## src/rtl/lfsr_noise_gen.sv

```systemverilog
`timescale 1ns/1ps
module lfsr_noise_gen #(
  parameter int WIDTH = 24,
  parameter int SECT  = 8
) (
  input  logic             clk,
  input  logic             rst,
  input  logic             en,
  input  logic [WIDTH-1:0] tap_mask,
  input  logic             sense_xnor,
  output logic [WIDTH-1:0] state,
  output logic             sync_pulse
);
  localparam int NSECT = WIDTH / SECT;
  localparam logic [WIDTH-1:0] SEED = {{(WIDTH-1){1'b0}}, 1'b1};

  logic [WIDTH-1:0] reach, act, nxt;
  logic             par, forb, fb;

  always_comb begin
    reach[WIDTH-1] = tap_mask[WIDTH-1];
    for (int i = WIDTH-2; i >= 0; i--) reach[i] = reach[i+1] | tap_mask[i];
  end

  always_comb begin
    par = sense_xnor;
    for (int s = 0; s < NSECT; s++)
      par = par ^ (^(state[s*SECT +: SECT] & tap_mask[s*SECT +: SECT]));
  end

  assign act  = (|tap_mask) ? reach : '1;
  assign forb = sense_xnor ? ((state & act) == act) : ((state & act) == '0);
  assign fb   = forb ? ~sense_xnor : par;
  assign nxt  = {state[WIDTH-2:0], fb};

  always_ff @(posedge clk) begin
    if (rst) begin
      state      <= SEED;
      sync_pulse <= 1'b0;
    end else begin
      if (en) state <= nxt;
      sync_pulse <= en && ((nxt & act) == SEED);
    end
  end


  hold_chk: assert property (@(posedge clk) disable iff (rst)
    !en |=> $stable(state) && !sync_pulse);

  shift_chk: assert property (@(posedge clk) disable iff (rst)
    en |=> state[WIDTH-1:1] == $past(state[WIDTH-2:0]));

  zero_recover_chk: assert property (@(posedge clk) disable iff (rst)
    en && !sense_xnor && forb |=> state[0]);

  ones_recover_chk: assert property (@(posedge clk) disable iff (rst)
    en && sense_xnor && forb |=> !state[0]);

  sync_step_chk: assert property (@(posedge clk) disable iff (rst)
    sync_pulse |-> $past(en) && state[0]);
endmodule

```

## config.mk

```make
export PLATFORM = sky130hd
export DESIGN_NAME = lfsr_noise_gen
export DESIGN_NICKNAME = d
export VERILOG_FILES = /design/src/rtl/lfsr_noise_gen.sv
export SDC_FILE = /design/constraint.sdc
export NUM_CORES = 1
export LEC_CHECK = 0
export CORE_MARGIN = 2
export CORE_UTILIZATION = 45
export CTS_CLUSTER_DIAMETER = 30
export DETAILED_ROUTE_END_ITERATION = 8
export GPL_TIMING_DRIVEN = 0
export PLACE_DENSITY = 0.77
export SLEW_MARGIN = 20
export SYNTH_ARGS = -nofsm -noshare
export SYNTH_HDL_FRONTEND = slang
export SYNTH_SLANG_ARGS = --single-unit
export TNS_END_PERCENT = 50
```

## constraint.sdc

```tcl
create_clock -name clk -period 2.6 [get_ports clk]
set_clock_uncertainty 0.05 [all_clocks]
set_input_delay 0.52 -clock clk [delete_from_list [all_inputs] [get_ports clk]]
set_output_delay 0.52 -clock clk [all_outputs]
set_load 0.02 [all_outputs]
```

# Word-level counts from Yosys, hierarchy flattened
# Cells that the tools add are included.
dict set report word_totals {
  reg_bits 25
  output_inout_bits 25
  word_cells 45
  input_bits 28
}
dict set report classes {
  n_mux 3
  n_bitwise 32
  n_eq_ne 2
  n_reduce_logical 6
}
# operator count
set ops {}
lappend ops {{24-bit AND} 2}
lappend ops {{8-bit AND} 3}
lappend ops {{24-bit by 1-bit == test with 1-bit output, second input constant} 1}
lappend ops {{24-bit == test} 1}
lappend ops {{24-bit zero test} 1}
lappend ops {{24-bit 2-to-1 mux} 1}
lappend ops {{24-bit OR reduction} 1}
lappend ops {{8-bit parity} 3}
lappend ops {{1-bit bitwise OR} 23}
lappend ops {{1-bit XOR} 3}
lappend ops {{1-bit 2-to-1 mux} 2}
lappend ops {{1-bit logical AND} 1}
lappend ops {{1-bit inverter} 1}

# Logic depth before layout (Yosys ltp)
# Gate-level depths: netlist of the first run.
dict set report logic_depth {
  word_depth 31
  ltp_mapped 8
  ltp_nobuf 7
}

# Least setup slack after synthesis of the first run
# No wires, ideal clock.
dict set report synth_path {
  path_kind {input to register}
  from {input port tap_mask[10]}
  to {register sync_pulse}
  arrival_ps 2391
  setup_slack_ps 72
  stages 7
  path_buffers 0
  setup_ps 87
  path_cell_list {or3_1 -> nand4b_4 -> or3_1 -> a2111o_1 -> a211oi_1 -> nand4_1 -> nor4b_2}
}
dict set report synth_between {
  elab_chain_len 19
  word_cells_on_any_way 25
  cone_classes {2 x eq/ne; 3 x mux; 16 x bitwise; 4 x reduce/logical}
}
# element line_no
set synth_rtl {}
lappend synth_rtl {{start, declared} 9} ;# input logic [WIDTH-1:0] tap_mask,
lappend synth_rtl {{1-bit bitwise OR (11 in series)} 22} ;# for (int i = WIDTH-2; i >= 0; i--) reach[i] = reach[i+1] | tap_mask[i];
lappend synth_rtl {{24-bit 2-to-1 mux} 31} ;# assign act = (|tap_mask) ? reach : '1;
lappend synth_rtl {{24-bit AND} 32} ;# assign forb = sense_xnor ? ((state & act) == act) : ((state & act) == '0);
lappend synth_rtl {{24-bit == test / 24-bit zero test (equally long branches)} 32}
lappend synth_rtl {{1-bit 2-to-1 mux} 32}
lappend synth_rtl {{1-bit 2-to-1 mux} 33} ;# assign fb = forb ? ~sense_xnor : par;
lappend synth_rtl {{24-bit AND *} 42} ;# sync_pulse <= en && ((nxt & act) == SEED);
lappend synth_rtl {{24-bit by 1-bit == test with 1-bit output *} 42}
lappend synth_rtl {{1-bit logical AND *} 42}
lappend synth_rtl {{end signal, assigned} 42}
lappend synth_rtl {{end, declared} 12} ;# output logic sync_pulse
# Mark *: on every way between the ends. The rest lies on a longest branch, timed or not.
# A chain may end at the register's enable or synchronous reset.

# Worst setup path after layout of the first run
dict set report layout_path {
  from {input port tap_mask[3]}
  to {register state[0]}
}
dict set report layout_between {
  elab_chain_len 9
  word_cells_on_any_way 16
  cone_classes {1 x eq/ne; 3 x mux; 9 x bitwise; 3 x reduce/logical}
}
# element line_no
set layout_rtl {}
lappend layout_rtl {{1-bit bitwise OR (4 in series)} 22}
lappend layout_rtl {{24-bit 2-to-1 mux} 31}
lappend layout_rtl {{24-bit AND} 32}
lappend layout_rtl {{24-bit == test / 24-bit zero test (equally long branches)} 32}
lappend layout_rtl {{1-bit 2-to-1 mux} 32}
lappend layout_rtl {{1-bit 2-to-1 mux *} 33}
lappend layout_rtl {{end signal, assigned} 41} ;# if (en) state <= nxt;
lappend layout_rtl {{end, declared} 11} ;# output logic [WIDTH-1:0] state,
# Marks and branches as above.

==> results.py, run 1 <==
metrics = {
    "yosys": {
        "yosys_register_bits": 25,
        "synthXorXnorAreaFrac": 0.1041,
        "synthAdderAreaFrac": 0,
        "synth_simple_gate_area_frac": 0.3219,
        "yosysTopAreaCellShare": 0.2367,
        "yosysSeqAreaShare": 0.2367,
        "synth-compound-area-share": 0.1964,
        "postSynthNetCount": 302,
        "synth_top_family_by_area": "simple AND/OR/NAND/NOR gates",
        "post_synth_inst_count": 274,
        "netlist_top_cells_area": "sky130_fd_sc_hd__dfxtp_1 24%, sky130_fd_sc_hd__mux2i_1 11%, sky130_fd_sc_hd__nor2_1 7.1%",
        "synth_edf_count": 0,
        "synthDominantAreaCellType": "sky130_fd_sc_hd__dfxtp_1",
        "yosys.cell_types.count": 55,
        "synth_warnings": 0,
        "synth.mux.area_fraction": 0.1089,
        "syn_area_cell_um2": 7.717,
        "synth_flop_cell": "sky130_fd_sc_hd__dfxtp_1",
        "synth.cell_area_um2": 2115,
        "share_of_async_settable_or_async_resettable_flops_after_synthesis": 0,
    },
    "final_layout": {
        "layout.cell_area.non_filler_um2": 3049,
        "n_fill_cell": 384,
        "footprint_of_the_flip_flops_and_latches_um2": 500.5,
        "multi_input_combinational_cell_area_um2": 1780,
        "drive_gt1_frac": 0.2393,
        "antennaDiodeCount": 0,
        "synthToLayoutAreaGrowth_pct": 44.20,
        "final_util": 0.6861,
        "number_of_nets_in_the_layout": 380,
    },
    "sta": {
        "max_freq_ghz": 0.3925,
        "hold-worst-slack_ns": 0.5376,
        "timing.final.hold_violations": 0,
        "worst-slew-pin-transition_ns": 0.6749,
        "slew_violations": 0,
        "timing.final.crit_share": 0.9800,
        "grt_setup_unrepaired": "true",
        "worst_slew_margin_rel": 0.5500,
        "setup-violations-final": 0,
        "fin_ws_ns": 0.05203,
        "finalCriticalPeriod_ns": 2.548,
    },
    "clocking": {
        "clk_latency_ns": 0.26,
        "clk_pin_slew_ns": 0.08,
        "cts-buffers-inserted": 3,
        "cts.root.buffer_cell": "sky130_fd_sc_hd__clkbuf_8",
        "cts_max_level": 1,
        "clock-sinks": 25,
        "cts_buffer_depth": 2,
        "tritoncts": "done",
    },
    "critical_path": {
        "critPathCaptureType": "flip-flop",
        "worst_ep_arrival_time_ns": 2.64,
        "criticalPathCategory": "input pin to flip-flop",
        "crit_path_max_fanout": 7,
        "crit_path_start_kind": "input pin",
        "cp.required_ns": 2.70,
    },
    "route": {
        "routed_via_density": 6.496,
        "drt.antenna.violating_nets": 0,
        "routed-via-count": 2618,
        "post_drt_wl_per_cell_um": 19.36,
        "route.final.wire_length_um": 7802,
        "post-route-drc-count": 0,
        "drt_iter0_drc": 391,
        "drtPass1Iterations": 6,
    },
    "placed_design": {
        "post_dp_cell_area_um2": 2680,
        "post-place-ws_ns": -0.8926,
        "place_hpwl_um": 5545,
        "gpl.final_weighted_congestion": 1.016,
        "io_buffers": 50,
    },
    "power": {
        "worst_case_vdd_ir_drop_mv": 0.3630,
        "p_per_area_nw_per_um2": 271.7,
        "cellLeakagePower_nw": 1.121,
    },
    "die": {
        "boundaryPins": 53,
        "die_width_um": 72.55,
        "floorplan.die.height_um": 72.55,
        "placement_rows": 24,
        "initial_core_util": 0.4758,
        "coreArea_um2": 4444,
        "floorplan.die_area_um2": 5264,
    },
    "run_status": {
        "run_status": "complete, no violations",
    },
    "global_routing": {
        "grt_overflow": 0,
        "grt_start_max_net_pins": 14,
        "grt_antenna_before_repair": 0,
        "vias_in_the_first_global_route": 2364,
        "grtUsageTotal": 0.2967,
        "first_pass_grt_wire_length_um": 12080,
    },
    "min_path": {
        "min_path_type": "input pin to flip-flop",
    },
    "job": {
        "max_cap_viol_count": 0,
    },
}
-- layout make-up --
cell class              instances  share of cell area
plain buffers                   6            0.007386
clock buffers                   4             0.01477
inverters                      10             0.01231
multi-input cells             231              0.5839
flip-flops and latches         25              0.1641
well taps                      52             0.02134
repair buffers                 75              0.1961
-- through the flow --
stage / std cells / power (mW) / setup TNS, ns
6_report: 403 / 0.8284 / 0
5_1_grt: 403 / 0.8642 / -0.1702
4_1_cts: 399 / 0.8259 / 0
3_5_place_dp: 376 / 0.5899 / -1.607
3_3_place_gp: 376 / 0.5902 / -1.626
2_1_floorplan: 274 / 0.4963 / 0
-- routing by layer --
layer	share of wire	GRT usage	vias to the layer above	wire, um
li1	-	-	1178	-
met4	0.055	0.1667	0	427
met3	0.10	0.03750	46	817
met2	0.45	0.4495	211	3487
met5	0	0	-	0
met1	0.39	0.4053	1183	3070
-- critical path, stage by stage --
cell and delay (ns):
sky130_fd_sc_hd__clkdlybuf4s15_1 0.28, sky130_fd_sc_hd__or3_4 0.47, sky130_fd_sc_hd__nor4_4 0.36, sky130_fd_sc_hd__buf_4 0.21, sky130_fd_sc_hd__nor4_4 0.05, sky130_fd_sc_hd__a2111oi_4 0.25, sky130_fd_sc_hd__a2111oi_4 0.08, sky130_fd_sc_hd__a31oi_2 0.21
sky130_fd_sc_hd__buf_4 0.14, sky130_fd_sc_hd__o21ai_0 0.06
-- synthesized netlist by cell type (all sizes together) (6+ instances only) --
master   number
nor2         40
a2111oi       6
nor4          8
o21ai         8
xnor2        14
inv          10
o22ai         6
mux2i        23
nor3         14
nand2        36
clkbuf        7
xor2          6
a21oi        11
dfxtp        25
-- timing repair --
action	4_1_cts	5_1_grt
gates resized for setup	80	39
hold buffers	0	0
pin swaps	21	19
endpoints found under the setup margin	2	2
setup buffers	20	5
-- registers in the layout (all words and copies together) (netlist names) --
name / flops
state: 24
sync_pulse: 1
-- power breakdown --
group | internal, mW | switching [mW] | leakage, nW
clock | 0.109 | 0.107 | 0.0228
sequential | 0.388 | 0.0127 | 0.202
combinational | 0.0951 | 0.117 | 0.896
-- kinds of logic after synthesis --
family                    Yosys count
AOI/OAI and AO/OA                  58
xor gates and xnor gates           22
and+or+nand+nor                   128
DFF                                25
buffers and inverters              18
muxes                              23
-- cells in the final DEF (no fill, tap or decap), types with 6 or more instances in the layout --
cell type,synthesis,layout
sky130_fd_sc_hd__nor2_1,40,38
sky130_fd_sc_hd__dfxtp_1,25,25
sky130_fd_sc_hd__o22ai_1,6,6
sky130_fd_sc_hd__o21ai_0,8,8
sky130_fd_sc_hd__clkbuf_1,7,6
sky130_fd_sc_hd__nor3_1,12,10
sky130_fd_sc_hd__nor4_4,1,6
sky130_fd_sc_hd__a21oi_1,11,10
sky130_fd_sc_hd__nand2_1,35,34
sky130_fd_sc_hd__inv_1,10,10
sky130_fd_sc_hd__xor2_1,6,6
sky130_fd_sc_hd__clkbuf_2,0,9
sky130_fd_sc_hd__clkdlybuf4s50_1,0,26
sky130_fd_sc_hd__mux2i_1,23,23
sky130_fd_sc_hd__xnor2_1,14,14
sky130_fd_sc_hd__buf_2,0,8
sky130_fd_sc_hd__buf_4,0,25
-- worst paths after layout --
path / startpoint / end / slack [ns] / cells past startpoint
max: tap_mask[3] / state[0] / 0.05 / 10
min: rst / state[3] / 0.54 / 2
max reg2reg: state[19] / state[0] / 0.22 / 8
min reg2reg: state[12] / state[12] / 0.55 / 2
Power figures use the tool's default switching activity.
==> run 2, diff against run 1 <==
- CELL_PAD_IN_SITES_DETAIL_PLACEMENT: not set -> 0
- CELL_PAD_IN_SITES_GLOBAL_PLACEMENT: not set -> 1
- CORE_UTILIZATION: 45 -> 32
- PLACE_DENSITY: 0.77 -> not set
- PLACE_DENSITY_LB_ADDON: not set -> 0.1
==> results.py, run 2 (synthesized netlist as in run 1, its figures left out) <==
metrics = {
    "final_layout": {
        "layout.cell_area.non_filler_um2": 3094,
        "synthToLayoutAreaGrowth_pct": 46.33,
        "highest_count_cells_in_the_layout_ignoring_fill_and_taps": "38 x sky130_fd_sc_hd__nor2_1, 35 x sky130_fd_sc_hd__nand2_1, 26 x sky130_fd_sc_hd__clkdlybuf4s50_1, 25 x sky130_fd_sc_hd__dfxtp_1, 23 x sky130_fd_sc_hd__mux2i_1",
        "reg_top3": "state: 24 flops, sync_pulse: 1 flops",
        "antennaDiodeCount": 0,
        "layout_commonest_cell": "sky130_fd_sc_hd__nor2_1",
        "largest_register_ffs": 24,
        "drive_gt1_frac": 0.2229,
        "n_fill_cell": 673,
        "number_of_nets_in_the_layout": 379,
        "top_register": "state",
        "fin_cells": 427,
    },
    "min_path": {
        "hp-start": "rst",
        "hold-path-endpoint": "state[3]",
        "worst_hold_path.num_cells": 2,
        "min_path_type": "input pin to flip-flop",
    },
    "critical_path": {
        "critical_path.n_buffers_inverters": 1,
        "cp.required_ns": 2.72,
        "crit_chain": "clkdlybuf4s15_2 -> nor4_4 -> nand2_1 -> nor4b_2 -> o22ai_1 -> a2111oi_4 -> a31oi_2 -> nor4b_4",
        "crit_path_start_kind": "input pin",
        "criticalPathCategory": "input pin to flip-flop",
        "worst_ep_arrival_time_ns": 2.83,
        "crit-reg2reg-launch": "state[6]",
        "critPathCaptureType": "flip-flop",
        "cpMaxStageDelayCell": "sky130_fd_sc_hd__nor4_4",
        "crit_path_max_fanout": 7,
        "worst_r2r_path_depth": 8,
        "crit_family": "simple AND/OR/NAND/NOR gates",
        "timing.reg2reg.setup_slack_ns": 0.12,
        "timing.rr.end": "state[0]",
        "critPathMaxStageDelay_ns": 0.45,
        "worst_setup_path_startpoint": "tap_mask[23]",
    },
    "global_routing": {
        "grt_start_max_net_pins": 15,
        "grt_antenna_before_repair": 0,
        "vias_in_the_first_global_route": 2302,
        "grt_overflow": 0,
        "grtUsageTotal": 0.2240,
        "first_pass_grt_wire_length_um": 12710,
    },
    "sta": {
        "slew_violations": 0,
        "setup-violations-final": 2,
        "fin_ws_ns": -0.1031,
        "setup_total_negative_slack_ns": -0.1854,
        "timing.final.hold_violations": 0,
        "worst_slew_margin_rel": 0.5337,
        "grt_setup_unrepaired": "true",
        "finalCriticalPeriod_ns": 2.703,
        "max_freq_ghz": 0.3699,
        "worst-slew-pin-transition_ns": 0.6995,
        "timing.final.crit_share": 1.040,
    },
    "clocking": {
        "cts_buffer_depth": 2,
        "cts_max_level": 1,
        "clk_latency_ns": 0.26,
        "clk_pin_slew_ns": 0.09,
        "clock-sinks": 25,
        "cts-buffers-inserted": 3,
        "cts.hold.buffers_added": 0,
        "cts.root.buffer_cell": "sky130_fd_sc_hd__clkbuf_8",
        "tritoncts": "done",
    },
    "job": {
        "max_cap_viol_count": 0,
    },
    "route": {
        "route.final.wire_length_um": 8276,
        "routed_via_density": 5.686,
        "drtPass1Iterations": 4,
        "post_drt_wl_per_cell_um": 19.38,
        "routed-via-count": 2428,
        "drt.antenna.violating_nets": 0,
        "post-route-drc-count": 0,
        "drt_iter0_drc": 191,
    },
    "placed_design": {
        "post-place-ws_ns": -1.110,
        "place_hpwl_um": 6098,
        "io_buffers": 50,
        "placed_cells_incl_taps": 401,
        "gpl.final_weighted_congestion": 0.8615,
        "post_dp_cell_area_um2": 2711,
    },
    "run_status": {
        "failed_checks": "setup timing",
        "run_status": "finished, violations left",
    },
    "die": {
        "placement_rows": 29,
        "die_width_um": 85.29,
        "floorplan.die_area_um2": 7274,
        "coreArea_um2": 6386,
        "boundaryPins": 53,
        "initial_core_util": 0.3311,
        "floorplan.die.height_um": 85.29,
    },
    "power": {
        "cellLeakagePower_nw": 1.125,
        "p_per_area_nw_per_um2": 272.5,
        "worst_case_vdd_ir_drop_mv": 0.3414,
    },
}
==> run 2: changes by cell type in the layout (fill, tap and decap cells not counted), moves of 2 or more <==
cell	delta
sky130_fd_sc_hd__clkbuf_2	-5
sky130_fd_sc_hd__nand2_2	-2
sky130_fd_sc_hd__dlygate4sd2_1	+2
sky130_fd_sc_hd__clkdlybuf4s15_2	+4
sky130_fd_sc_hd__nor4_2	+2
sky130_fd_sc_hd__buf_6	+2
sky130_fd_sc_hd__buf_2	-3
sky130_fd_sc_hd__buf_4	-3
==> run 2: worst max path at each step <==
stage                            end  slack [ns]  cells past startpoint
after floorplan           sync_pulse        0.07                      7
after global placement    sync_pulse       -1.12                      8
after detailed placement  sync_pulse       -1.11                      8
after CTS                 sync_pulse       -0.11                      8
after global routing      sync_pulse       -0.15                     10
final                     sync_pulse       -0.10                      8
==> run 2: cell type report <==
class                      instances  area (um^2)  share of cell area
inverter                          10        37.54             0.01213
timing repair buffer              73        635.6              0.2054
buffer                             7        26.28            0.008492
sequential                        25        500.5              0.1617
multi-input combinational        231         1752              0.5661
clock buffer                       3        41.29             0.01334
clock inverter                     1        5.005            0.001617
tap                               77        96.34             0.03114
==> run 2: report_power, final <==
part / switching, mW / internal (mW) / total (mW)
registers: 0.0120 / 0.388 / 0.400
logic: 0.119 / 0.0982 / 0.217
clock network: 0.119 / 0.107 / 0.226
total: 0.250 / 0.593 / 0.843
==> run 2: metrics by stage <==
stage               hold WS [ns]  utilization  total power [mW]
floorplan                 0.5768            -            0.4963
global placement          0.5264       0.4246            0.5952
detailed placement        0.5484       0.4246            0.5937
CTS                       0.5225       0.4702            0.8347
global route              0.5258       0.4845            0.8833
finish                    0.5165       0.4845            0.8433
==> run 2: routing by layer <==
metal / up-vias / wire (um) / GRT usage
li1: 1169 / - / -
met1: 1159 / 3698 / 0.3207
met2: 83 / 3951 / 0.3658
met3: 17 / 449 / 0.01751
met4: 0 / 176 / 0.05339
met5: - / 0 / 0
==> run 2: what timing repair did <==
item,CTS,global route
setup buffers,17,6
pin swaps,18,15
setup endpoints to repair,2,2
hold endpoints to repair,0,0
resized for setup,90,21
==> run 3, diff against run 2 <==
- CORE_ASPECT_RATIO: not set -> 1.25
- CORE_MARGIN: 2 -> 8
==> results.py, run 3 (synthesized netlist as in run 1, its figures left out) <==
metrics = {
    "run_status": {
        "run_status": "complete, no violations",
    },
    "sta": {
        "setup-violations-final": 0,
        "hold-worst-slack_ns": 0.5118,
        "setup_total_negative_slack_ns": 0,
        "timing.final.crit_share": 0.9729,
        "worst_slew_margin_rel": 0.5324,
        "grt_setup_unrepaired": "false",
        "slew_violations": 0,
        "max_freq_ghz": 0.3953,
        "worst-slew-pin-transition_ns": 0.7015,
        "timing.final.hold_violations": 0,
        "finalCriticalPeriod_ns": 2.529,
    },
    "power": {
        "design_power_total_mw": 0.8557,
        "share_seq_of_total_power": 0.470,
        "power.switching_mw": 0.2628,
        "power.share.switching": 0.3071,
        "worst_case_vdd_ir_drop_mv": 0.2201,
        "cellLeakagePower_nw": 1.149,
        "share_comb_of_total_power": 0.252,
        "p_int_mw": 0.5929,
        "p_per_area_nw_per_um2": 270.7,
        "p_clk_frac": 0.278,
    },
    "critical_path": {
        "crit_chain": "dlygate4sd2_1 -> nor4_4 -> nand2_2 -> nor4b_2 -> o22ai_1 -> a2111oi_4 -> a31oi_2 -> nor4b_2",
        "crit_path_max_fanout": 4,
        "cp.required_ns": 2.73,
        "crit_path_start_kind": "input pin",
        "worst_ep_arrival_time_ns": 2.66,
        "critPathCaptureType": "flip-flop",
        "critPathMaxStageDelay_ns": 0.41,
        "criticalPathCategory": "input pin to flip-flop",
        "crit_path_frequent_cell": "sky130_fd_sc_hd__nor4b_2",
        "cpMaxStageDelayCell": "sky130_fd_sc_hd__nor4b_2",
    },
    "final_layout": {
        "largest_register_ffs": 24,
        "synthToLayoutAreaGrowth_pct": 49.53,
        "top_register": "state",
        "number_of_nets_in_the_layout": 385,
        "drive_gt1_frac": 0.2584,
        "layout_commonest_cell": "sky130_fd_sc_hd__nor2_1",
        "n_fill_cell": 671,
        "layout.cell_area.non_filler_um2": 3162,
        "antennaDiodeCount": 0,
        "reg_top3": "state: 24 flops, sync_pulse: 1 flops",
        "highest_count_cells_in_the_layout_ignoring_fill_and_taps": "37 x sky130_fd_sc_hd__nor2_1, 34 x sky130_fd_sc_hd__nand2_1, 26 x sky130_fd_sc_hd__clkdlybuf4s50_1, 26 x sky130_fd_sc_hd__buf_4, 25 x sky130_fd_sc_hd__dfxtp_1",
    },
    "die": {
        "placement_rows": 33,
        "coreArea_um2": 6482,
        "initial_core_util": 0.3262,
        "die_width_um": 88.71,
        "boundaryPins": 53,
        "floorplan.die_area_um2": 9481,
        "floorplan.die.height_um": 106.9,
    },
    "route": {
        "drt_iter0_drc": 150,
        "route.final.wire_length_um": 8915,
        "drtPass1Iterations": 4,
        "post-route-drc-count": 0,
        "post_drt_wl_per_cell_um": 20.12,
        "routed-via-count": 2517,
        "drt.antenna.violating_nets": 0,
        "routed_via_density": 5.682,
    },
    "global_routing": {
        "first_pass_grt_wire_length_um": 13440,
        "grtUsageTotal": 0.1853,
        "vias_in_the_first_global_route": 2460,
        "grt_antenna_before_repair": 0,
        "grt_start_max_net_pins": 16,
        "grt_overflow": 0,
    },
    "clocking": {
        "cts_buffer_depth": 2,
        "cts_max_level": 1,
        "clock-sinks": 25,
        "clk_latency_ns": 0.27,
        "cts-buffers-inserted": 3,
        "clk_pin_slew_ns": 0.09,
        "cts.root.buffer_cell": "sky130_fd_sc_hd__clkbuf_8",
        "tritoncts": "done",
    },
    "placed_design": {
        "post_dp_cell_area_um2": 2724,
        "gpl.final_weighted_congestion": 0.8493,
        "io_buffers": 50,
        "place_hpwl_um": 6530,
    },
    "job": {
        "max_cap_viol_count": 0,
    },
    "min_path": {
        "min_path_type": "input pin to flip-flop",
    },
}
==> run 3: cell types whose count changed in the layout (fill, tap and decap cells not counted), sizes merged <==
cell | previous run | this run
clkbuf | 13 | 22
clkdlybuf4s15 | 5 | 0
buf | 32 | 36
dlygate4sd2 | 7 | 4
clkinv | 1 | 0
clkinvlp | 0 | 1
nand2 | 36 | 37
==> run 3: layout make-up <==
class	instances	area, um^2	share of cell area
inverter	10	37.54	0.01187
tap	87	108.9	0.03443
timing repair buffer	78	641.9	0.2030
clock buffer	3	41.29	0.01306
sequential	25	500.5	0.1583
multi-input combinational	232	1798	0.5687
buffer	7	26.28	0.008310
clock inverter	1	7.507	0.002374
==> run 3: power by group through the flow <==
stage | Combinational, mW | Sequential [mW] | Clock (mW)
floorplan | 0.0870 | 0.409 | 0
global placement | 0.189 | 0.411 | 0
detailed placement | 0.188 | 0.410 | 0
CTS | 0.205 | 0.402 | 0.249
global route | 0.229 | 0.403 | 0.258
finish | 0.215 | 0.402 | 0.238
==> run 3: stage by stage <==
step / util / setup slack, ns / instances
floorplan: - / 0.07151 / 274
global route: 0.4877 / 0.0004745 / 443
CTS: 0.4682 / -0.1019 / 432
finish: 0.4877 / 0.07052 / 443
global placement: 0.4202 / -1.165 / 411
detailed placement: 0.4202 / -1.167 / 411
==> run 3: repair_timing <==
| action | in CTS | in global routing |
|---|---|---|
| endpoints found under the setup margin | 2 | 2 |
| hold buffers | 0 | 0 |
| cloned | 0 | 1 |
| buffers inserted | 18 | 10 |
| pin swaps | 16 | 25 |
| resized for setup | 79 | 53 |
==> run 3: final timing paths <==
| path | start | end | slack (ns) | depth (start not counted) |
|---|---|---|---|---|
| max | tap_mask[16] | sync_pulse | 0.07 | 8 |
| min | rst | state[4] | 0.51 | 2 |
| max reg2reg | state[19] | sync_pulse | 0.18 | 7 |
| min reg2reg | state[12] | state[12] | 0.54 | 2 |
==> run 3: layer usage <==
layer	up-vias	track usage	wire, um
met2	115	0.3128	4282
met1	1193	0.2194	3799
met5	-	0	0
li1	1177	-	-
met3	32	0.03060	461
met4	0	0.08727	372
==> run 3: worst max-delay path, delay by kind of cell <==
kind | cells | cell delay [ns]
AOI/OAI and AO/OA | 3 | 0.59
buffers and inverters | 1 | 0.31
and+or+nand+nor | 4 | 1.24
